File: src/rtl/tx_alc_pkg.sv
package tx_alc_pkg;

  typedef enum logic [1:0] {
    ALC_HOLD = 2'd0,
    ALC_LESS = 2'd1,   // lower attenuation, raise gain
    ALC_MORE = 2'd2    // raise attenuation, lower gain
  } alc_dir_e;

  // Map the comparator pair to a step direction; equal flags mean hold.
  function automatic alc_dir_e decide_dir(input logic below_lo, input logic above_hi);
    if (below_lo && !above_hi)      return ALC_LESS;
    else if (above_hi && !below_lo) return ALC_MORE;
    else                            return ALC_HOLD;
  endfunction

  // Apply one saturating step to the attenuation code.
  function automatic int unsigned apply_dir(input int unsigned cur,
                                            input int unsigned top,
                                            input alc_dir_e    dir);
    case (dir)
      ALC_LESS: return (cur == 0)   ? cur : cur - 1;
      ALC_MORE: return (cur >= top) ? top : cur + 1;
      default:  return cur;
    endcase
  endfunction

endpackage

File: src/rtl/alc_flag_reg.sv
module alc_flag_reg #(
  parameter int WIDTH  = 2,
  parameter int STAGES = 1
) (
  input  logic             clk,
  input  logic             rst_n,
  input  logic [WIDTH-1:0] d_in,
  output logic [WIDTH-1:0] q_out
);

  logic [WIDTH-1:0] pipe [STAGES+1];

  assign pipe[0] = d_in;

  for (genvar s = 0; s < STAGES; s++) begin : g_stage
    always_ff @(posedge clk or negedge rst_n) begin
      if (!rst_n) pipe[s+1] <= '0;
      else        pipe[s+1] <= pipe[s];
    end
  end

  assign q_out = pipe[STAGES];

endmodule

File: src/rtl/alc_step_seq.sv
module alc_step_seq #(
  parameter int STEPS = 8
) (
  input  logic clk,
  input  logic rst_n,
  input  logic frame_start,
  input  logic qtr_stb,
  output logic step_en,
  output logic step_last,
  output logic done
);

  localparam int CNT_W = $clog2(STEPS + 1);

  logic             active_q;
  logic [CNT_W-1:0] cnt_q;

  // A strobe coinciding with frame start belongs to no window.
  assign step_en   = active_q && qtr_stb && !frame_start;
  assign step_last = step_en && (cnt_q == CNT_W'(STEPS - 1));

  always_ff @(posedge clk or negedge rst_n) begin
    if (!rst_n) begin
      active_q <= 1'b0;
      cnt_q    <= '0;
      done     <= 1'b0;
    end else if (frame_start) begin
      active_q <= 1'b1;
      cnt_q    <= '0;
      done     <= 1'b0;
    end else if (step_en) begin
      cnt_q <= cnt_q + 1'b1;
      if (step_last) begin
        active_q <= 1'b0;
        done     <= 1'b1;
      end
    end
  end

endmodule

File: src/rtl/alc_code_reg.sv
module alc_code_reg
  import tx_alc_pkg::*;
#(
  parameter int CODE_W = 3
) (
  input  logic              clk,
  input  logic              rst_n,
  input  logic              step_en,
  input  logic              below_lo,
  input  logic              above_hi,
  output logic [CODE_W-1:0] code
);

  localparam int unsigned TOP_CODE = (1 << CODE_W) - 1;

  alc_dir_e dir;
  assign dir = decide_dir(below_lo, above_hi);

  always_ff @(posedge clk or negedge rst_n) begin
    if (!rst_n)       code <= CODE_W'(TOP_CODE);
    else if (step_en) code <= CODE_W'(apply_dir(int'(code), TOP_CODE, dir));
  end

endmodule

File: src/rtl/tx_alc_ctrl.sv
module tx_alc_ctrl #(
  parameter int CODE_W      = 3,
  parameter int STEPS       = 8,
  parameter int FLAG_STAGES = 1
) (
  input  logic              clk,
  input  logic              rst_n,
  input  logic              frame_start,
  input  logic              qtr_bit_stb,
  input  logic              peak_low,
  input  logic              peak_high,
  output logic [CODE_W-1:0] atten_code,
  output logic              adapt_done
);

  logic [1:0] flags_q;
  logic       lo_q;
  logic       hi_q;
  logic       step_en;
  logic       step_last;

  alc_flag_reg #(.WIDTH(2), .STAGES(FLAG_STAGES)) u_flags (
    .clk   (clk),
    .rst_n (rst_n),
    .d_in  ({peak_high, peak_low}),
    .q_out (flags_q)
  );

  assign lo_q = flags_q[0];
  assign hi_q = flags_q[1];

  alc_step_seq #(.STEPS(STEPS)) u_seq (
    .clk         (clk),
    .rst_n       (rst_n),
    .frame_start (frame_start),
    .qtr_stb     (qtr_bit_stb),
    .step_en     (step_en),
    .step_last   (step_last),
    .done        (adapt_done)
  );

  alc_code_reg #(.CODE_W(CODE_W)) u_code (
    .clk      (clk),
    .rst_n    (rst_n),
    .step_en  (step_en),
    .below_lo (lo_q),
    .above_hi (hi_q),
    .code     (atten_code)
  );

endmodule

File: config.mk
export PLATFORM = sky130hd
export DESIGN_NAME = tx_alc_ctrl
export DESIGN_NICKNAME = d
export VERILOG_FILES = /design/src/rtl/tx_alc_pkg.sv /design/src/rtl/alc_flag_reg.sv /design/src/rtl/alc_step_seq.sv /design/src/rtl/alc_code_reg.sv /design/src/rtl/tx_alc_ctrl.sv
export SDC_FILE = /design/constraint.sdc
export NUM_CORES = 1
export LEC_CHECK = 0
export ABC_AREA = 1
export BUFFER_PORTS_ARGS = -buffer_cell sky130_fd_sc_hd__buf_2
export CAP_MARGIN = 20
export CORE_AREA = 2 2 39 41
export DETAILED_ROUTE_END_ITERATION = 8
export DIE_AREA = 0 0 41 43
export PLACE_DENSITY = 0.75
export SLEW_MARGIN = 20
export SYNTH_ARGS = -nofsm -noshare
export SYNTH_HDL_FRONTEND = slang
export SYNTH_HIERARCHICAL = 1
export SYNTH_SLANG_ARGS = --single-unit
File: constraint.sdc
create_clock -name clk -period 1.7 [get_ports clk]
set_input_delay 0.085 -clock clk [delete_from_list [all_inputs] [get_ports clk]]
set_output_delay 0.085 -clock clk [all_outputs]
set_load 0.02 [all_outputs]
# Yosys cells after proc, flatten, opt, wreduce, memory -nomap -nowiden
# Index checks and enable logic that the tools add are counted.
totals:
  reg_bits: 11
  wordCells: 40
classes:
  n_addsub: 3
  n_lt_le_gt_ge: 1
  n_eq_ne: 4
  muxes: 13
  n_reduce_logical: 14
ops:
  columns: ["operator", "count"]
  rows:
  - ["two-way mux 4 bit", 2]
  - ["two-way mux 1 bit", 6]
  - ["two-way mux 3 bit", 2]
  - ["one-hot mux 3 bit (2 select lines)", 1]
  - ["nonzero test 2 bit", 3]
  - ["logical AND 1 bit", 5]
  - ["adder 4 x 1 -> 4 bit, second input constant", 1]
  - ["equality test 4 x 3 -> 1 bit, second input constant", 1]
  - ["two-way mux 2 bit", 2]
  - ["adder 3 x 1 -> 3 bit, second input constant", 1]
  - ["greater-or-equal comparator 3 bit, second input constant", 1]
  - ["logical NOT 1 bit", 3]
  - ["logical NOT 3 bit", 1]
  - ["AND reduction 3 bit", 1]
  - ["subtractor 3 x 1 -> 3 bit, second input constant", 1]
  - ["equality test 2 x 1 -> 1 bit, second input constant", 1]
  - ["equality test 2 bit, second input constant", 1]
  - ["!= test 2 bit, second input constant", 1]
  - ["AND reduction 2 bit", 1]

# Longest topological paths before layout
depth:
  ltp_word: 7
  mapped_depth: 9
  ltp_nobuf: 9

# Modules after synthesis
# Netlist, hierarchy kept.
by_module_without_submodules:
  columns: ["mod", "n_inst", "cells_per_inst", "area_each_um2", "seq_area_each_um2"]
  rows:
  - ["alc_step_seq", 1, 33, 310.3, 150.1]
  - ["alc_code_reg", 1, 44, 279.0, 78.8]
  - ["alc_flag_reg", 1, 2, 50.0, 50.0]

# Worst setup path before layout
# No wires, ideal clock.
synth_path:
  path_kind: "register to register"
  startpoint: "register u_code.code[0]"
  endpoint: "register u_code.code[1]"
  t_arrival_ps: 1246
  setup_slack_ps: 379
  stages_incl_launch_ff: 9
  period_less_slack_ps: 1321
  cell_sequence: "dfstp_2 inv_1 ha_1 inv_1 nand2_1 nand2_1 nand2_1 nand2_1 nand2_1"
synth_between:
  elab_chain_cells: 3
  elab_cells_between_ends: 9
  cone_classes: "add/sub (2); order compare (1); eq/ne (1); mux (3); reduce/logical (2)"
synth_lines:
  columns: ["item", "line", "rtl"]
  rows:
  - ["from (decl)", "alc_code_reg.sv:11", "output logic [CODE_W-1:0] code"]
  - ["from (signal assigned)", "alc_code_reg.sv:20", "if (!rst_n) code <= CODE_W'(TOP_CODE);"]
  - ["from (signal assigned)", "alc_code_reg.sv:21", "else if (step_en) code <= CODE_W'(apply_dir(int'(code), TOP_CODE, dir));"]
  - ["adder 3 x 1 -> 3 bit, or another cell as far along", "tx_alc_pkg.sv:22", "ALC_MORE: return (cur >= top) ? top : cur + 1;"]
  - ["two-way mux 3 bit, or another cell as far along", "tx_alc_pkg.sv:22", null]
  - ["one-hot mux 3 bit (2 select lines) or AND reduction 3 bit (tied branches)", null, null]
# Parallel ways exist; a longest one is shown, timed or not. The select of a mux whose other input is x is not followed.
# A chain may end at the register's enable or synchronous reset.

# Final worst setup path
# Same ends and word-level chain as after synthesis.

==> out/results.tsv <==
metric	value	unit
endpoint	u_code/code[1]	
maxCapViolCount	0	
numClockSinks	11	
worstReg2RegStart	u_code/code[0]	
detailedRoute.firstPassIterationCount	2	
viasPerCell	4.62	
synthCells	79	
grt_max_degree	12	
grt_overflow_total	0	
globalRouteTotalUtil	15.2	%
placed_cells	104	
hold_viol	0	
clock_power_share	18.9	%
start_util	46.2	%
post_synth.cell_area_avg	8.09	um2
clkLatencyLatePin	0.26	ns
finalClockSkew	0.00312	ns
yosys.cell_count.top_type	nand2_1	
yosys-top-cells-count	nand2_1 (27), dfrtp_1 (8), inv_1 (8), nand3_1 (7)	
core_area	1380	um2
post_cts.repair.setup_buffers	0	
weighted_congestion_reported_at_the_end_of_routability_driven_placement	0.706	
timing.critical_path.required	1.89	ns
clk_pin_slew	0.07	ns
r2r_setup_slack	0.37	ns
total_leakage_power	0.410	nW
cts-root-to-sink-buffers	2	
hp-class	input pin to register	
path_class	register to register	
netlist_top_cells_area	dfrtp_1 (31%), nand2_1 (16%), dfstp_2 (12%)	
global_route_wire_length_before_repair	1.88	mm
synth-main-ff-cell	dfrtp_1	
pin_count	10	
synth_edf_count	0	
comb_power_share	38.0	%
ratio_of_total_power_to_cell_area	1180	nW/um2
tightestPinTransition	0.252	ns
max-vdd-ir-drop	0.573	mV
ys_seq_elements	11	
detail_route.drc_violations	0	
die_y	43	um
synthDominantCellAreaShare	31.3	%
swShare	38.4	%
ant_nets	0	
ff2ff_path_depth	8	
numCtsBuffers	3	
final-max-slew-violation-count	0	
post_drt_wl_per_cell	9.77	um
r2r_path_end	u_code/code[1]	
max_clock_freq	752	MHz
detailroute.via_count	513	
synthToLayoutAreaGrowth	19.0	%
nets	107	
result_of_the_run	finished clean	
internal_power	0.554	mW
grt_antenna_before_repair	0	
netlist-cell-type-count	15	
netlist_area	639	um2
synth.net_count	90	
stdcell_count	111	
synth_warnings	6	
route.final.wire_length	1.09	mm
h-tree-depth	1	
crit_path_max_fanout	6	
die_width	41	um
drtIter0Drc	1	
postLayoutCoreUtil	55.0	%
worst_relative_slew_slack	83.2	%
final.hold.worst_slack	0.129	ns
cts_tree	yes	
die-area	1760	um2
post_synth_arst_share	100	%
fp-row-count	14	
number_of_diodes_added_for_antenna_fixing	0	
finalCriticalPeriod	1.33	ns
p_switching	0.345	mW
critical_path_arrival	1.52	ns
worstSetupStartpoint	u_code/code[0]	
rsz_0062_raised_after_global_routing	false	
finalSetupViolCount	0	
layout-drive-gt1-share	31.6	%
dp_hpwl	837	um
synth_area_leader_cell	dfrtp_1	
timing.critical_path.from_type	register	
clockRootBuffer	clkbuf_4	
finalSetupTns	0	ns
n_fill_cell	133	
p_seq_share	43.2	%
period_share	78.2	%
timing.critical_path.to_type	register	
first_global_vias	495	
placement.io_buffers	9	
post_synthesis_sequential_area_ratio	43.6	%
[per-stage QoR]
step                      setup slack (ns)  total power, mW  instance area [um2]
after global routing                 0.285            0.991                  761
after floorplan                      0.379            0.638                  639
final                                0.370            0.899                  761
after CTS                            0.363            0.916                  761
after detailed placement             0.373            0.734                  704
after global placement               0.393            0.721                  704
[kinds of logic (layout without fill, tap and decap cells)]
group	Yosys count	in the layout	synth area share, %
XOR/XNOR	1	1	1.37
flip-flops	11	11	43.6
AND/OR/NAND/NOR	45	45	32.7
buffers and inverters	13	29	7.63
AO/OA/AOI/OAI	4	4	4.89
adder cells (fa/ha/maj)	5	5	9.78
[layout make-up]
type / instances / area, um2 / area share, %
tap: 16 / 20.0 / 2.63
timing repair buffer: 12 / 75.1 / 9.87
sequential: 11 / 279 / 36.7
clock buffer: 4 / 26.3 / 3.45
multi-input combinational: 55 / 312 / 41.0
inverter: 13 / 48.8 / 6.41
[repair_timing]
| action | 4_1_cts | 5_1_grt |
|---|---|---|
| endpoints found under the hold margin | 13 | 0 |
| resized for setup | 0 | 0 |
| hold buffers | 3 | 0 |
[power by group through the flow]
stage	clock, mW	combinational [mW]	sequential (mW)
floorplan	0	0.210	0.428
global placement	0	0.329	0.392
detailed placement	0	0.341	0.393
CTS	0.179	0.348	0.389
global route	0.197	0.398	0.396
finish	0.170	0.341	0.388
[layer usage]
metal  vias to the layer above  track usage (%)  routed length (um)
li1                        274                -                   -
met1                       233             17.3                 475
met2                         6             26.9                 581
met3                         0             3.14                  27
met4                         0             4.00                   0
met5                         -                0                   0
[worst min-delay path by stage]
stage                 from          endpoint  slack (ns)  cells past startpoint
2_1_floorplan        rst_n  u_flags/q_out[0]       -0.21                      0
3_3_place_gp         rst_n    u_seq/cnt_q[3]       -0.04                      1
3_5_place_dp         rst_n    u_seq/cnt_q[3]       -0.03                      1
4_1_cts        frame_start    u_seq/active_q        0.13                      3
5_1_grt        frame_start    u_seq/active_q        0.14                      3
6_report       frame_start    u_seq/active_q        0.13                      3
[worst max-delay path: stages (launching register included)]
cell and delay [ns]:
dfstp_2 0.58, inv_1 0.07, ha_1 0.31, inv_1 0.06, nand2_1 0.05, nand2_1 0.05, nand2_1 0.04, nand2_1 0.06
nand2_1 0.05
[sequential cells by signal (all words and copies together) (netlist names)]
| name | flops |
|---|---|
| u_code/code | 3 |
| u_flags/q_out | 2 |
| u_seq/active_q | 1 |
| u_seq/cnt_q | 4 |
| u_seq/done | 1 |
[placed cells by master, fill, tap and decap left out]
cell type      synthesis  layout
nand2_1               27      27
buf_2                  0       9
inv_1                  8       8
dfrtp_1                8       8
nand3_1                7       7
inv_2                  5       5
ha_1                   5       5
clkbuf_4               0       3
dlygate4sd3_1          0       3
nand2_2                3       3
dfstp_2                3       3
nor2_1                 3       3
o21ai_2                3       3
nor2_2                 2       2
nor2_4                 2       2
clkbuf_1               0       1
nand3b_1               1       1
a21oi_1                1       1
xnor2_1                1       1
No activity file was read; power rests on OpenSTA's default activity.
